[src/rtl/dl_pkg.sv]
package dl_pkg;
  localparam int ADDR_W     = 32;
  localparam int DATA_W     = 32;
  localparam int DESC_WORDS = 5;
  localparam int IDX_W      = $clog2(DESC_WORDS);
  localparam int SEL_W      = 3;

  // register slot numbers; the fetch order matches these slots
  localparam int SLOT_SRC   = 0;
  localparam int SLOT_DST   = 1;
  localparam int SLOT_NEXT  = 2;
  localparam int SLOT_CTRL  = 3;
  localparam int SLOT_COUNT = 4;

  typedef enum logic [1:0] {ST_IDLE, ST_REQ, ST_WAIT} ld_state_t;

  function automatic logic [ADDR_W-1:0] desc_base(input logic [ADDR_W-1:0] p);
    return {p[ADDR_W-1:2], 2'b00};
  endfunction

  function automatic logic desc_is_last(input logic [ADDR_W-1:0] p);
    return p[ADDR_W-1:2] == '0;
  endfunction

  function automatic logic [ADDR_W-1:0] word_addr(input logic [ADDR_W-1:0] b,
                                                  input logic [IDX_W-1:0] i);
    return b + ADDR_W'({i, 2'b00});
  endfunction
endpackage

[src/rtl/dl_desc_regs.sv]
module dl_desc_regs
  import dl_pkg::*;
(
  input  logic                                clk,
  input  logic                                rst_n,
  input  logic                                sw_we,
  input  logic [SEL_W-1:0]                    sw_sel,
  input  logic [DATA_W-1:0]                   sw_wdata,
  input  logic                                load_en,
  input  logic [DESC_WORDS-1:0][DATA_W-1:0]   load_words,
  output logic [DESC_WORDS-1:0][DATA_W-1:0]   regs_q
);
  for (genvar i = 0; i < DESC_WORDS; i++) begin : g_slot
    wire sw_hit = sw_we && (sw_sel == SEL_W'(i));
    always_ff @(posedge clk) begin
      if (!rst_n)       regs_q[i] <= '0;
      else if (load_en) regs_q[i] <= load_words[i];
      else if (sw_hit)  regs_q[i] <= sw_wdata;
    end
  end
endmodule

[src/rtl/dl_fetch_seq.sv]
module dl_fetch_seq
  import dl_pkg::*;
(
  input  logic                              clk,
  input  logic                              rst_n,
  input  logic                              start_req,
  input  logic [ADDR_W-1:0]                 ptr,
  input  logic                              rd_ready,
  input  logic                              rd_valid,
  input  logic [DATA_W-1:0]                 rd_data,
  input  logic                              rd_err,
  output logic                              rd_req,
  output logic [ADDR_W-1:0]                 rd_addr,
  output logic                              rd_master,
  output logic                              busy,
  output logic [DESC_WORDS-1:0][DATA_W-1:0] fetched,
  output logic                              commit_en,
  output logic                              chan_go,
  output logic                              chain_end,
  output logic                              load_err
);
  ld_state_t                              state;
  logic [IDX_W-1:0]                       idx;
  logic [ADDR_W-1:0]                      base;
  logic                                   master;
  logic [DESC_WORDS-2:0][DATA_W-1:0]      held;

  wire idle      = (state == ST_IDLE);
  wire take      = start_req && idle;
  wire ptr_last  = desc_is_last(ptr);
  wire resp_ok   = (state == ST_WAIT) && rd_valid && !rd_err;
  wire resp_bad  = (state == ST_WAIT) && rd_valid && rd_err;

  assign commit_en = resp_ok && (idx == IDX_W'(DESC_WORDS-1));
  assign rd_req    = (state == ST_REQ);
  assign rd_addr   = word_addr(base, idx);
  assign rd_master = master;
  assign busy      = !idle;

  for (genvar i = 0; i < DESC_WORDS-1; i++) begin : g_hold
    always_ff @(posedge clk) begin
      if (!rst_n)                             held[i] <= '0;
      else if (resp_ok && idx == IDX_W'(i))   held[i] <= rd_data;
    end
    assign fetched[i] = held[i];
  end
  assign fetched[DESC_WORDS-1] = rd_data;

  always_ff @(posedge clk) begin
    if (!rst_n) begin
      state     <= ST_IDLE;
      idx       <= '0;
      base      <= '0;
      master    <= 1'b0;
      chan_go   <= 1'b0;
      chain_end <= 1'b0;
      load_err  <= 1'b0;
    end else begin
      chan_go   <= commit_en;
      chain_end <= take && ptr_last;
      load_err  <= resp_bad;
      case (state)
        ST_IDLE: if (take && !ptr_last) begin
          base   <= desc_base(ptr);
          master <= ptr[0];
          idx    <= '0;
          state  <= ST_REQ;
        end
        ST_REQ: if (rd_ready) state <= ST_WAIT;
        ST_WAIT: begin
          if (resp_bad)       state <= ST_IDLE;
          else if (commit_en) state <= ST_IDLE;
          else if (resp_ok) begin
            idx   <= idx + 1'b1;
            state <= ST_REQ;
          end
        end
        default: state <= ST_IDLE;
      endcase
    end
  end
endmodule

[src/rtl/dl_desc_loader.sv]
module dl_desc_loader
  import dl_pkg::*;
(
  input  logic              clk,
  input  logic              rst_n,
  input  logic              sw_we,
  input  logic [2:0]        sw_sel,
  input  logic [31:0]       sw_wdata,
  input  logic              xfer_done,
  output logic              rd_req,
  output logic [31:0]       rd_addr,
  output logic              rd_master,
  input  logic              rd_ready,
  input  logic              rd_valid,
  input  logic [31:0]       rd_data,
  input  logic              rd_err,
  output logic [31:0]       src_addr,
  output logic [31:0]       dst_addr,
  output logic [31:0]       next_ptr,
  output logic [31:0]       ctrl_word,
  output logic [31:0]       count_word,
  output logic              busy,
  output logic              chan_go,
  output logic              chain_end,
  output logic              load_err
);
  logic [DESC_WORDS-1:0][DATA_W-1:0] fetched;
  logic [DESC_WORDS-1:0][DATA_W-1:0] regs_q;
  logic                              commit_en;

  dl_fetch_seq u_seq (
    .clk       (clk),
    .rst_n     (rst_n),
    .start_req (xfer_done),
    .ptr       (regs_q[SLOT_NEXT]),
    .rd_ready  (rd_ready),
    .rd_valid  (rd_valid),
    .rd_data   (rd_data),
    .rd_err    (rd_err),
    .rd_req    (rd_req),
    .rd_addr   (rd_addr),
    .rd_master (rd_master),
    .busy      (busy),
    .fetched   (fetched),
    .commit_en (commit_en),
    .chan_go   (chan_go),
    .chain_end (chain_end),
    .load_err  (load_err)
  );

  dl_desc_regs u_regs (
    .clk        (clk),
    .rst_n      (rst_n),
    .sw_we      (sw_we),
    .sw_sel     (sw_sel),
    .sw_wdata   (sw_wdata),
    .load_en    (commit_en),
    .load_words (fetched),
    .regs_q     (regs_q)
  );

  assign src_addr   = regs_q[SLOT_SRC];
  assign dst_addr   = regs_q[SLOT_DST];
  assign next_ptr   = regs_q[SLOT_NEXT];
  assign ctrl_word  = regs_q[SLOT_CTRL];
  assign count_word = regs_q[SLOT_COUNT];
endmodule

[config.mk]
export PLATFORM = sky130hd
export DESIGN_NAME = dl_desc_loader
export DESIGN_NICKNAME = d
export VERILOG_FILES = /design/src/rtl/dl_pkg.sv /design/src/rtl/dl_desc_regs.sv /design/src/rtl/dl_fetch_seq.sv /design/src/rtl/dl_desc_loader.sv
export SDC_FILE = /design/constraint.sdc
export NUM_CORES = 1
export LEC_CHECK = 0
export CAP_MARGIN = 10
export CELL_PAD_IN_SITES_DETAIL_PLACEMENT = 1
export CELL_PAD_IN_SITES_GLOBAL_PLACEMENT = 1
export CORE_UTILIZATION = 30
export CTS_CLUSTER_SIZE = 10
export DETAILED_ROUTE_END_ITERATION = 12
export PLACE_DENSITY_LB_ADDON = 0.1
export REMOVE_ABC_BUFFERS = 1
export SYNTH_ARGS = -nofsm -noshare
export SYNTH_HDL_FRONTEND = slang
export SYNTH_SLANG_ARGS = --single-unit
[constraint.sdc]
create_clock -name clk -period 2.4 [get_ports clk]
set_clock_uncertainty 0.1 [all_clocks]
set_input_delay 0.6 -clock clk [delete_from_list [all_inputs] [get_ports clk]]
set_output_delay 0.6 -clock clk [all_outputs]
set_load 0.01 [all_outputs]
* After elaboration in Yosys (flattened, before gate mapping) *
Index checks and enable logic that the tools add are counted.

storage, ports and cells
  register bits = 327
  input port bits = 74
  output and inout bits = 198
  word-level logic and storage cells = 87

operators by class
  add/subtract/negate cells = 2
  eq/ne operators = 16
  multiplexer cells = 21
  reduce and logical (&&, ||, !) cells = 32

operators by type and width
  cell                 count
  $mux 32              10
  $add 32x5->32        1
  $logic_not 30->1     1
  $logic_and 1x1->1    16
  $eq 3x2->1 const B   4
  $mux 3               4
  $reduce_bool 2->1    6
  $mux 2               5
  $eq 3x1->1 const B   2
  $eq 3x3->1 const B   2
  $logic_not 3->1      2
  $ne 2x2->1 const B   3
  $pmux 2 s3           1
  $pmux 3 s2           1
  $reduce_and 5->1     1
  $ne 2x1->1 const B   2
  $ne 4x2->1 const B   1
  $add 3x1->3 const B  1
  $logic_not 1->1      3
  $reduce_and 3->1     1
  $eq 2x1->1 const B   1
  $eq 2x2->1 const B   1
  $logic_not 2->1      1
  $reduce_and 2->1     1

* Logic depth before layout (Yosys ltp) *
  depth after elaboration = 7
  depth in mapped cells = 10

* By module *
Synthesis repeated with hierarchy kept, for this count alone.

unflattened totals
  cell total of the unflattened synthesis = 1,512
  area, all modules = 15,442.3 um^2

modules (own cells, without submodules)
  module        times used  cells each  area an instance (um^2)
  dl_desc_regs  1           739         7,920.1
  dl_fetch_seq  1           773         7,522.2

* Least setup slack after synthesis *
OpenSTA, ideal clock, no wires.

  path type = reg2out
  from = register u_seq.idx[0]
  to = output port rd_addr[20]
  data arrival time = 1,668 ps
  path slack = 32 ps
  cell stages (with the launch flop) = 7
  cell sequence = dfxtp_1 ha_1 fa_1 a21oi_1 nor3_2 nand4_1 xnor2_1

between the ends
  word-level cells in the longest chain between the ends = 1

ends and longest elaborated chain
  item                    line                  source
  start, declared         dl_fetch_seq.sv:23    logic [IDX_W-1:0] idx;
  start signal, assigned  dl_fetch_seq.sv:74    idx <= idx + 1'b1;
  $add 32x5->32           dl_pkg.sv:27          return b + ADDR_W'({i, 2'b00});
  end, declared           dl_desc_loader.sv:11  output logic [31:0] rd_addr,

No other way between the ends.

* Worst setup path after layout *
  from = register u_seq.idx[0]
  to = output port rd_addr[10]

Same word-level chain as after synthesis.

==> results.md <==
- CTS tree: built
- Initial antenna violation count: 1
- Synth Area in Compound Gates: 25.8%
- Worst hold slack: 308 ps
- Slew Viols, Final: 0
- Failing checks: negative setup slack
- Number of synthesized flops with an enable pin: 0
- Fmax: 327 MHz
- Post-synth top area share: 47.2%
- Non-filler cells, final: 2,515
- Vias in the first global route: 13,400
- Starting DRT DRC Count: 653
- RSZ-0062 raised after global routing: yes
- WL final: 56.1 mm
- Hold crit path type: in -> reg
- Peak supply drop: 0.384 mV
- # setup viols final: 29
- Core region area: 45,500 sq um
- Dpl ws: -710 ps
- Yosys synthesis warning count: 0
- Die height: 217 um
- Yosys cell types: 44
- Power per Cell Area: 631 nW/um^2
- Most frequent CP cell: buf_6
- Worst setup EP type: primary output
- Clk root buf: clkbuf_16
- Share of cells above drive strength 1: 14.8%
- Slew HR: 64.1%
- Clock Pin Slew Worst Setup and Hold Paths: 60 ps
- Seq/Total Area, Yosys: 47.2%
- Layout Nets: 1,973
- Num CTS Buffers: 41
- Synth Flop Type: dfxtp_1
- Clock power share: 47.2%
- Least-Margin Pin Slew: 534 ps
- Crit-path max FO: 2
- Cells after DPL: 2,437
- Top-count cell post-synth: nand2_1
- Result of the run: finished, violations left
- Ys async rst share: 0%
- Drt wl/cell: 22.3 um
- # hold bufs at CTS: 0
- H-tree levels: 2
- Sw frac: 23.9%
- Die footprint: 47,100 sq um
- Max cap viols: 0
- Pin count of the biggest net entering global routing: 93
- I/O pin total: 272
- First-pass GRT wire length: 84.2 mm
- DR pass1 iterations: 5
- Seq pwr share: 44.5%
- Via density: 5.14
- Crit-path slowest cell: fa_2
- Post-synth top cells: nand2_1 (490), dfxtp_1 (327), a21boi_1 (225), a22oi_1 (160), a21boi_0 (65)
- Worst Path Required: 1700 ps
- Tcrit/Tclk final: 127%
- Mux cell area share after synthesis: 2.39%
- PnR worst setup slack: -653 ps
- Worst setup SP type: register
- Combinational family with the most area after synthesis: compound AO/OA/AOI/OAI gates
- Synth Area in Adders: 0.865%
- CP peak stage delay: 390 ps
- CP Class: reg -> out
- GRT Util Overall: 23.5%
- Mapped Avg Cell Area: 8.82 sq um
- Cell area after layout: 19,800 sq um
- Clock latency on the worst-skew pair: 570 ps
- Psw: 2990 uW
- Maximum root-to-sink buffer count: 3
- Worst path arrival time: 2350 ps
- Synthesized area: 13,900 sq um
- DRC: 0
- Die X: 217 um
- DP HPWL: 37.3 mm
- Area leader, netlist: dfxtp_1
- # clock sinks: 327
- IO buf count: 269
- Post-synthesis register bit count: 327
- P_leak: 0.00708 uW
- Total grt overflow: 0
- R2R Setup Slk: 110 ps
- Fin. Hold Viols: 0
- Xor-xnor portion of the synthesized cell area: 1.83%
- Area after DPL: 18,300 sq um
- Int Power: 9530 uW
- Area Overhead vs Synth: 42.9%
- Tmin final: 3050 ps
- Synth top area cells: dfxtp_1 (47%), nand2_1 (13%), a21boi_1 (12%), a22oi_1 (8.7%), a21boi_0 (3.5%)
- Final ANT Viol Nets: 0
- Cell count after synthesis: 1,574
- Simple-Gate Fraction of Synth Area: 16.6%
- Tot Pwr: 12,500 uW
- Starting Density: 30.5%
- Logic pwr share: 8.3%
- DR vias: 12,900
- GPL Wtd Cong: 0.772
- Crit-path cells: ha_4 > fa_2 > a21oi_4 > buf_4 > buf_6 > buf_6 > nor2_2 > nand2_2 > xnor2_2 > buf_2
- Row Count: 78
per-layer routing:
| layer | global-route usage (%) | share of wire [%] | vias to the layer above |
|---|---|---|---|
| met5 | 0 | 0 | - |
| li1 | - | - | 6058 |
| met3 | 3.58 | 3.4 | 77 |
| met2 | 40.5 | 49 | 245 |
| met4 | 6.90 | 2.2 | 0 |
| met1 | 30.3 | 46 | 6544 |
per-stage QoR:
stage	setup TNS [ps]	util, %
2_1_floorplan	-356540	-
3_3_place_gp	-34590	40.2
3_5_place_dp	-37410	40.2
4_1_cts	-14920	43.3
5_1_grt	-17010	43.6
6_report	-14510	43.6
cells by family after synthesis:
group	Yosys count
fa+ha+maj	9
xor+xnor	29
simple gates	566
mux	33
buf+inv	133
other cells	1
flops	327
compound gates	476
what timing repair did:
action                                  in CTS  in global routing
endpoints found under the setup margin      33                 93
hold endpoints to repair                     0                  0
pin swaps                                   33                 25
buffers inserted                             9                  6
resized for setup                          168                 27
placed cells by master, fill, tap and decap left out, types with 7 or more instances in the layout:
cell type and n:
a21boi_0 65, a21boi_1 224, a21oi_4 7, a22oi_1 160, buf_12 54, buf_2 27
buf_4 70, buf_6 10, clkbuf_1 16, clkbuf_16 43, clkdlybuf4s50_1 235, dfxtp_1 318
dfxtp_2 8, mux2i_1 32, nand2_1 484, nand3_2 10, nand4_1 15, nor4_1 7
xnor2_1 16, xnor2_2 9
state kept, by name (all words and copies together), names as in the netlist:
name / cells
u_regs.regs_q: 160
u_seq.base: 30
u_seq.rd_master: 1
u_seq.idx: 3
u_seq.chan_go: 1
u_seq.chain_end: 1
u_seq.state: 2
u_seq.load_err: 1
u_seq.fetched: 128
path summary, 6_finish.rpt:
kind / startpoint / endpoint / cells after the start
max: u_seq.idx[0]$_SDFFE_PN0P_ / rd_addr[10] / 10
min: rst_n / u_regs.regs_q[153]$_SDFFE_PN0P_ / 2
max reg2reg: u_seq.idx[1]$_SDFFE_PN0P_ / u_regs.regs_q[61]$_SDFFE_PN0P_ / 11
min reg2reg: u_seq.fetched[42]$_SDFFE_PN0P_ / u_seq.fetched[42]$_SDFFE_PN0P_ / 2
final cells by class:
| type | instances | area (sq um) |
|---|---|---|
| Antenna cell | 1 | 2.50 |
| Clock buffer | 64 | 1200 |
| Clock inverter | 3 | 43.8 |
| Fill cell | 5165 | 25600 |
| Inverter | 4 | 15.0 |
| Multi-Input combinational cell | 1115 | 7000 |
| Sequential cell | 327 | 6560 |
| Tap cell | 600 | 751 |
| Timing Repair Buffer | 401 | 4260 |
power by group through the flow:
stage	combinational, uW	clock, uW	sequential, uW
6_report	1040	5910	5570
5_1_grt	1100	6280	5580
4_1_cts	1040	6060	5570
3_5_place_dp	1040	0	5680
3_3_place_gp	1030	0	5680
2_1_floorplan	324	0	5690
worst max-delay path, delay by kind of cell, from the launching register on:
kind,cells,cell delay (ps)
adder cells (fa/ha/maj),2,560
buffers and inverters,4,470
flip-flops,1,340
AO/OA/AOI/OAI,1,200
AND/OR/NAND/NOR,2,120
XOR/XNOR,1,120
(Power assumes the default switching activity.)
